$ cat src/rtl/spi_pd_ctrl.sv
module spi_pd_ctrl #(
  parameter int          T_DP    = 400,
  parameter int          T_RES2  = 400,
  parameter int          T_PP    = 1000,
  parameter logic [7:0]  SIG     = 8'h13,
  parameter int          BLK_W   = 4,
  parameter int          BLK_LSB = 16
) (
  input  logic       clk,
  input  logic       rst_n,
  input  logic       sclk,
  input  logic       cs_n,
  input  logic       si,
  input  logic [2:0] prot_lvl,
  output logic       so,
  output logic       wip,
  output logic       wel,
  output logic       low_pwr
);
  localparam logic [7:0] OP_WREN = 8'h06;
  localparam logic [7:0] OP_RDSR = 8'h05;
  localparam logic [7:0] OP_PROG = 8'h02;
  localparam logic [7:0] OP_SLP  = 8'hB9;
  localparam logic [7:0] OP_WAKE = 8'hAB;
  localparam int TMAX  = (T_DP > T_RES2) ? ((T_DP > T_PP) ? T_DP : T_PP)
                                         : ((T_RES2 > T_PP) ? T_RES2 : T_PP);
  localparam int TW    = $clog2(TMAX + 1);
  localparam int AW    = BLK_LSB + BLK_W;
  localparam int NBLK  = 1 << BLK_W;

  typedef enum logic [1:0] {S_STBY, S_ENTER, S_DPD, S_WAKE} pstate_t;

  logic [2:0] sclk_p, cs_p;
  logic [1:0] si_p;
  logic       sclk_r, sclk_f, cs_fall, cs_rise, sel, si_s;

  always_ff @(posedge clk or negedge rst_n)
    if (!rst_n) begin
      sclk_p <= '0;
      cs_p   <= '1;
      si_p   <= '0;
    end else begin
      sclk_p <= {sclk_p[1:0], sclk};
      cs_p   <= {cs_p[1:0], cs_n};
      si_p   <= {si_p[0], si};
    end

  assign sclk_r  = sclk_p[1] & ~sclk_p[2];
  assign sclk_f  = ~sclk_p[1] & sclk_p[2];
  assign cs_fall = ~cs_p[1] & cs_p[2];
  assign cs_rise = cs_p[1] & ~cs_p[2];
  assign sel     = ~cs_p[1];
  assign si_s    = si_p[1];

  logic [2:0]    idx, nbytes;
  logic [7:0]    op;
  logic [AW-1:0] addr;

  always_ff @(posedge clk or negedge rst_n)
    if (!rst_n) begin
      idx    <= '0;
      nbytes <= '0;
      op     <= '0;
      addr   <= '0;
    end else if (cs_fall) begin
      idx    <= '0;
      nbytes <= '0;
    end else if (sel && sclk_r) begin
      idx <= idx + 3'd1;
      if (idx == 3'd7 && nbytes != 3'd7) nbytes <= nbytes + 3'd1;
      if (nbytes == 3'd0) op <= {op[6:0], si_s};
      if (nbytes >= 3'd1 && nbytes <= 3'd3) addr <= {addr[AW-2:0], si_s};
    end

  pstate_t       st;
  logic [TW-1:0] ptmr, wtmr;
  logic          entering;

  logic [BLK_W:0] nprot;
  logic [BLK_W:0] blk;
  logic           blk_prot;

  always_comb begin
    if (prot_lvl == 3'd0)                 nprot = '0;
    else if (int'(prot_lvl) > BLK_W)      nprot = (BLK_W+1)'(NBLK);
    else                                  nprot = (BLK_W+1)'(1) << (prot_lvl - 3'd1);
    blk      = {1'b0, addr[BLK_LSB +: BLK_W]};
    blk_prot = (nprot != '0) && (blk >= (BLK_W+1)'(NBLK) - nprot);
  end

  logic aligned, one_byte, idle_ok;
  logic do_wren, do_slp, do_prog, do_wake;

  assign aligned  = (idx == 3'd0);
  assign one_byte = aligned && (nbytes == 3'd1);
  assign idle_ok  = cs_rise && (st == S_STBY) && !wip;
  assign do_wren  = idle_ok && one_byte && (op == OP_WREN);
  assign do_slp   = idle_ok && one_byte && (op == OP_SLP);
  assign do_prog  = idle_ok && wel && aligned && (nbytes >= 3'd5) &&
                    (op == OP_PROG) && !blk_prot;
  assign do_wake  = cs_rise && (st == S_DPD) && aligned && (nbytes != 3'd0) &&
                    (op == OP_WAKE);

  always_ff @(posedge clk or negedge rst_n)
    if (!rst_n) begin
      st   <= S_STBY;
      ptmr <= '0;
    end else begin
      case (st)
        S_STBY:  if (do_slp) begin
                   st   <= S_ENTER;
                   ptmr <= TW'(T_DP - 1);
                 end
        S_ENTER: if (ptmr == '0) st <= S_DPD;
                 else ptmr <= ptmr - 1'b1;
        S_DPD:   if (do_wake) begin
                   st   <= S_WAKE;
                   ptmr <= TW'(T_RES2 - 1);
                 end
        default: if (ptmr == '0) st <= S_STBY;
                 else ptmr <= ptmr - 1'b1;
      endcase
    end

  always_ff @(posedge clk or negedge rst_n)
    if (!rst_n) begin
      wip  <= 1'b0;
      wel  <= 1'b0;
      wtmr <= '0;
    end else if (wip) begin
      if (wtmr == '0) begin
        wip <= 1'b0;
        wel <= 1'b0;
      end else wtmr <= wtmr - 1'b1;
    end else if (do_prog) begin
      wip  <= 1'b1;
      wtmr <= TW'(T_PP - 1);
    end else if (do_wren) wel <= 1'b1;

  logic       rd_en;
  logic [7:0] rd_val;

  assign rd_en  = (nbytes != 3'd0) &&
                  (((op == OP_RDSR) && (st == S_STBY)) ||
                   ((op == OP_WAKE) && ((st == S_STBY) || (st == S_DPD))));
  assign rd_val = (op == OP_RDSR) ? {3'b000, prot_lvl, wel, wip} : SIG;

  always_ff @(posedge clk or negedge rst_n)
    if (!rst_n)              so <= 1'b0;
    else if (!sel)           so <= 1'b0;
    else if (sclk_f)         so <= rd_en ? rd_val[~idx] : 1'b0;

  assign low_pwr  = (st == S_DPD) || (st == S_WAKE);
  assign entering = (st == S_ENTER);
endmodule


$ cat config.mk
export PLATFORM = sky130hd
export DESIGN_NAME = spi_pd_ctrl
export DESIGN_NICKNAME = d
export VERILOG_FILES = /design/src/rtl/spi_pd_ctrl.sv
export SDC_FILE = /design/constraint.sdc
export NUM_CORES = 1
export LEC_CHECK = 0
export BUFFER_PORTS_ARGS = -buffer_cell sky130_fd_sc_hd__buf_2
export CAP_MARGIN = 20
export CORE_UTILIZATION = 56
export DETAILED_ROUTE_END_ITERATION = 7
export PLACE_DENSITY = 0.78
export SLEW_MARGIN = 20
export SYNTH_ARGS = -nofsm -noshare
export SYNTH_HDL_FRONTEND = slang
export SYNTH_SLANG_ARGS = --single-unit
export TNS_END_PERCENT = 10
$ cat constraint.sdc
create_clock -name clk -period 2.2 [get_ports clk]
set_clock_uncertainty 0.15 [all_clocks]
set_input_delay 0.22 -clock clk [delete_from_list [all_inputs] [get_ports clk]]
set_output_delay 0.22 -clock clk [all_outputs]
set_load 0.05 [all_outputs]
==> results.yml, run 1 <==
outcome:
  outcome: "finished, violations left"
  failed_checks: "negative setup slack"
cts:
  clock-sinks: 67
  cts-root-buf: "clkbuf_8"
  clk_pin_slew_worst_paths_ns: 0.07
  cts_tree: "built"
  h-tree-depth: 3
  clk_path_buf_depth: 2
  clock_latency_ns: 0.34
  cts_buffers: 9
yosys:
  ys.flop_type: "dfrtp_1"
  syn-num-nets: 351
  async_flop_share_pct: 100
  yosys_warnings: 0
  synth_common_cells: "dfrtp_1 (64), ha_1 (23), nand2_1 (23), mux2_2 (20), nor2_1 (19)"
  synth-seq-cells: 67
  synthTopCellsByArea: "dfrtp_1 (45%), ha_1 (8.1%), mux2_2 (6.4%), mux2_1 (2.9%), nand2_1 (2.4%)"
  synth_top_area_cell: "dfrtp_1"
  synth_area_sq_um: 3530
  syn_inst: 320
  synth_cell_types: 60
  synth_most_common_cell: "dfrtp_1"
  synth_edf_count: 0
  syn_area_per_cell_sq_um: 11.0
  ys_seq_area_share_pct: 47.5
  synth.top_cell.area_share_pct: 45.3
grt:
  antenna_found_initial: 0
  grt_max_degree: 42
  grt_pass1_wl_mm: 11.5
  track_usage_pct: 23.2
  grt_pass1_vias: 2634
  gr-total-overflow: 0
placed_design:
  place_hpwl_mm: 4.80
  postPlaceCellArea_sq_um: 4100
  dp.cells: 446
  numPortBuffers: 11
  post-place-ws_ns: -0.870
  gp_congestion: 0.800
power:
  p_leak_nw: 2.04
  powerDensity_nw_per_um2: 583
  irDropWorstVdd_mv: 0.470
floorplan:
  die_y_microns: 81.4
  coreArea_sq_um: 5990
  floorplan.initialDensity_pct: 59.0
  ios: 12
  dieArea_sq_um: 6630
  die_w_microns: 81.4
  rows: 28
layout:
  area_growth_syn_to_layout_pct: 24.0
  nFillCells: 411
  diodes: 0
  stdcell_area_sq_um: 4380
  finalNetCount: 419
  layout.cells.non_filler: 468
  fin_util_pct: 73.2
  drive_above_1_share_pct: 32.6
drt:
  wirelength_mm: 6.81
  drt.antenna.violating_nets: 0
  routed_via_density: 5.64
  route.met2.wl_mm: 3.33
  drt_iter0_drc: 139
  dr.max_layer_used: "met4"
  vias: 2640
  post-route-drc-count: 0
  routed-wl-met3_microns: 180
  wl_per_cell_microns: 14.6
  firstDrtPassIters: 5
  met1_length_mm: 3.22
timing:
  max_freq_mhz: 368
  drv_slew: 0
  final.min_clock_period_ns: 2.72
  hold_viol: 0
  timing.hold.ws_ns: 0.202
  fin_crit_sh_pct: 123
  rsz0062_at_grt: "yes"
  setup_violations: 11
  final.setup.worst_slack_ns: -0.517
  slew_headroom_pct: 68.6
  worstMarginPinSlew_ns: 0.470
setup_path:
  criticalPathCategory: "primary input to register"
  crit_fanout: 4
  worstSetupEndpointType: "register"
  start_kind: "primary input"
  reg2reg_slack_ns: -0.08
  cp.required_ns: 2.27
  cp.arrival_ns: 2.79
min_path:
  worst_hold_path_type: "register to register"
run:
  drv_cap: 0
## state kept, by name, summed over array words and instances, names as in the netlist, 2 cells and up
register / cells
idx: 3
op: 8
st: 2
sclk_p: 3
nbytes: 3
ptmr: 10
addr: 20
wtmr: 10
cs_p: 3
si_p: 2
## worst paths after layout
path	startpoint	endpoint	cells after the start
setup / recovery	prot_lvl[0]	wtmr[5]$_DFFE_PN0P_	16
hold / removal	sclk_p[0]$_DFF_PN0_	sclk_p[1]$_DFF_PN0_	0
setup reg to reg	wtmr[0]$_DFFE_PN0P_	wtmr[3]$_DFFE_PN0P_	7
hold reg to reg	sclk_p[0]$_DFF_PN0_	sclk_p[1]$_DFF_PN0_	0
max in group asynchronous	rst_n	op[7]$_DFFE_PN0P_	3
min in group asynchronous	rst_n	addr[2]$_DFFE_PN0P_	2
## routing by layer
metal,vias up,global-route usage [%]
li1,1297,-
met2,39,39.3
met3,7,5.89
met4,0,8.39
met1,1297,28.7
met5,-,0
## repair_timing
action	4_1_cts	5_1_grt
pin swaps	4	4
hold buffers	4	0
setup buffers	2	0
hold endpoints to repair	19	0
endpoints found under the setup margin	19	15
resized for setup	8	3
## final cells by class
class / instances / area [sq um] / share of cell area [%]
inverter: 17 / 63.8 / 1.46
sequential: 67 / 1680 / 38.3
clock buffer: 12 / 155 / 3.54
clock inverter: 4 / 25.0 / 0.571
multi-input combinational: 229 / 1870 / 42.8
timing repair buffer: 64 / 492 / 11.2
tap: 75 / 93.8 / 2.14
## logic make-up (layout without fill, tap and decap cells)
family,Yosys count,count (layout),synth area share (%)
compound gates,52,52,10.2
simple gates,111,111,18.2
flops,67,67,47.5
buf+inv,24,97,2.65
xor+xnor,8,8,1.98
mux,35,35,11.2
fa+ha+maj,23,23,8.14
## power breakdown
group | switching, mW | internal [mW] | total [mW]
clock | 0.470 | 0.467 | 0.937
sequential | 0.0557 | 1.28 | 1.34
combinational | 0.130 | 0.148 | 0.277
## worst max-delay path, stage by stage
cell,delay [ns]
buf_2,0.10
or2_4,0.26
ha_4,0.16
nor2_1,0.08
and2_4,0.16
inv_2,0.04
or2_4,0.24
ha_4,0.16
xnor2_1,0.12
ha_2,0.31
o21a_1,0.13
nor2_2,0.06
o311ai_4,0.35
nand2_2,0.13
buf_4,0.15
a2bb2oi_1,0.12
## stage by stage
step	power, mW	setup TNS (ns)
after floorplan	1.50	-5.39
final	2.55	-4.71
after global placement	1.61	-7.72
after global routing	2.67	-5.53
after CTS	2.58	-4.23
after detailed placement	1.62	-8.53
## placed cells by master, fill, tap and decap left out, types with 3 or more instances in the layout
master	Yosys	layout
nor3_1	11	11
a31oi_1	4	4
mux2i_1	4	4
mux2_1	9	9
clkbuf_8	0	11
a22o_1	3	3
o21ai_0	10	10
nand4b_1	3	3
dfrtp_1	64	64
nor4bb_1	4	3
ha_4	0	3
nor2b_1	5	5
inv_1	17	15
nand2_1	23	23
mux2_2	20	20
a2bb2oi_1	3	3
buf_2	3	11
ha_1	23	18
dlygate4sd3_1	0	4
nand3_1	4	4
a21oi_1	8	8
or4_4	3	3
xnor2_1	6	6
buf_4	0	46
o21ai_1	3	3
nor2_1	19	18
nor4_1	4	4
dfstp_2	3	3
nor4b_1	5	4
nand2b_1	6	6
a22oi_1	3	3
(Power assumes the default switching activity.)
==> run 2, diff against run 1 <==
Settings changed: CORE_UTILIZATION 56 to 61, PLACE_DENSITY 0.78 to 0.81.
Clock period 2.2 ns to 3.2 ns, I/O delays scaled along.
==> results.yml, run 2 (synthesis results as in run 1) <==
grt:
  antenna_found_initial: 0
  grt_pass1_vias: 2436
  grt_max_degree: 54
  track_usage_pct: 23.7
  grt_pass1_wl_mm: 11.1
  gr-total-overflow: 0
timing:
  fin_crit_sh_pct: 94.5
  worstMarginPinSlew_ns: 0.825
  max_freq_mhz: 331
  setup_violations: 0
  rsz0062_at_grt: "no"
  final.min_clock_period_ns: 3.02
  drv_slew: 0
  tns_ns: 0
  slew_headroom_pct: 44.2
  hold_viol: 0
drt:
  routed_via_density: 5.74
  vias: 2440
  wl_per_cell_microns: 15.1
  drt_iter0_drc: 144
  wirelength_mm: 6.41
  firstDrtPassIters: 4
  post-route-drc-count: 0
  drt.antenna.violating_nets: 0
cts:
  cts-root-buf: "clkbuf_8"
  clk_path_buf_depth: 2
  h-tree-depth: 3
  clock_latency_ns: 0.34
  cts_tree: "built"
  clk_pin_slew_worst_paths_ns: 0.07
  cts_buffers: 9
  clock-sinks: 67
power:
  powerDensity_nw_per_um2: 453
  power_mw: 1.82
  irDropWorstVdd_mv: 0.353
  p_leak_nw: 1.83
placed_design:
  numPortBuffers: 11
  place_hpwl_mm: 4.25
  gp_congestion: 0.895
layout:
  area_growth_syn_to_layout_pct: 13.6
  final_cell_mix: "dfrtp_1 (64), nand2_1 (23), mux2_2 (20), ha_1 (20), nor2_1 (18)"
  finalNetCount: 379
  top_regs: "addr x20, ptmr x10, wtmr x10"
  layout_commonest_cell: "dfrtp_1"
  largest_reg_flops: 20
  diodes: 0
  drive_above_1_share_pct: 22.9
  regMostFlops: "addr"
setup_path:
  start_kind: "primary input"
  crit_fanout: 5
  cp.arrival_ns: 3.09
  criticalPathCategory: "primary input to register"
  cp.required_ns: 3.27
  worstSetupEndpointType: "register"
floorplan:
  coreArea_sq_um: 5540
  die_y_microns: 78.1
  die_w_microns: 78.1
  dieArea_sq_um: 6100
  ios: 12
  floorplan.initialDensity_pct: 63.8
  rows: 27
outcome:
  outcome: "complete, no violations"
min_path:
  worst_hold_path_type: "register to register"
run:
  drv_cap: 0
==> run 2: changes by cell type in the layout (fill, tap and decap cells not counted), sizes merged <==
cell / before / now
clkbuf: 12 / 11
bufinv: 0 / 2
buf: 60 / 20
clkinvlp: 2 / 1
==> run 2: layer usage <==
layer / wire length, microns / vias up / GRT usage (%)
met3: 203 / 11 / 3.84
met2: 3110 / 41 / 37.5
met5: 0 / - / 0
met1: 2980 / 1170 / 31.8
li1: - / 1218 / -
met4: 120 / 0 / 11.9
==> run 2: where the power goes <==
group | internal, mW | switching [mW] | total [mW]
clock | 0.437 | 0.307 | 0.744
combinational | 0.0776 | 0.0712 | 0.149
sequential | 0.883 | 0.0449 | 0.928
total | 1.40 | 0.423 | 1.82
==> run 2: worst max-delay path, cell delays in order <==
cell,delay (ns)
buf_2,0.11
or2_2,0.32
ha_2,0.19
nor2_2,0.10
and2_4,0.16
inv_1,0.05
or2_4,0.27
ha_4,0.18
xnor2_2,0.13
ha_2,0.32
o21a_1,0.11
nor2_1,0.06
o311ai_4,0.34
nand2_2,0.14
mux2_4,0.28
==> run 2: path summary, 6_finish.rpt <==
path | startpoint | end | slack [ns] | cells after the start
worst max register to register | idx[0]$_DFFE_PN0P_ | ptmr[0]$_DFFE_PN0P_ | 0.63 | 8
worst max-delay path | prot_lvl[0] | wtmr[0]$_DFFE_PN0P_ | 0.18 | 15
min in group asynchronous | rst_n | addr[19]$_DFFE_PN0P_ | 0.25 | 2
max in group asynchronous | rst_n | op[1]$_DFFE_PN0P_ | 1.69 | 3
worst min-delay path | sclk_p[0]$_DFF_PN0_ | sclk_p[1]$_DFF_PN0_ | 0.20 | 0
worst min register to register | sclk_p[0]$_DFF_PN0_ | sclk_p[1]$_DFF_PN0_ | 0.20 | 0
==> run 2: final cells by class <==
| cell class | count | area, sq um |
|---|---|---|
| Timing Repair Buffer | 24 | 163 |
| Tap cell | 72 | 90.1 |
| Clock inverter | 5 | 77.6 |
| Fill cell | 386 | 1530 |
| Inverter | 17 | 63.8 |
| Sequential cell | 67 | 1680 |
| Multi-Input combinational cell | 229 | 1810 |
| Clock buffer | 11 | 131 |
==> run 2: per-stage QoR <==
stage	worst slack [ns]	util (%)	std cells	hold slack, ns	area, sq um
after CTS	0.00788	71.5	424	0.201	3960
final	0.175	72.5	425	0.199	4020
after global routing	0.0564	72.5	425	0.214	4020
after detailed placement	-0.268	67.0	404	0.0902	3710
after floorplan	-0.0332	-	320	-0.126	3540
after global placement	-0.171	67.0	404	0.0842	3710
==> run 2: what timing repair did <==
action,in CTS,in global routing
buffers inserted,0,1
resized for setup,0,10
hold endpoints to repair,17,0
setup endpoints to repair,0,11
hold buffers,4,0
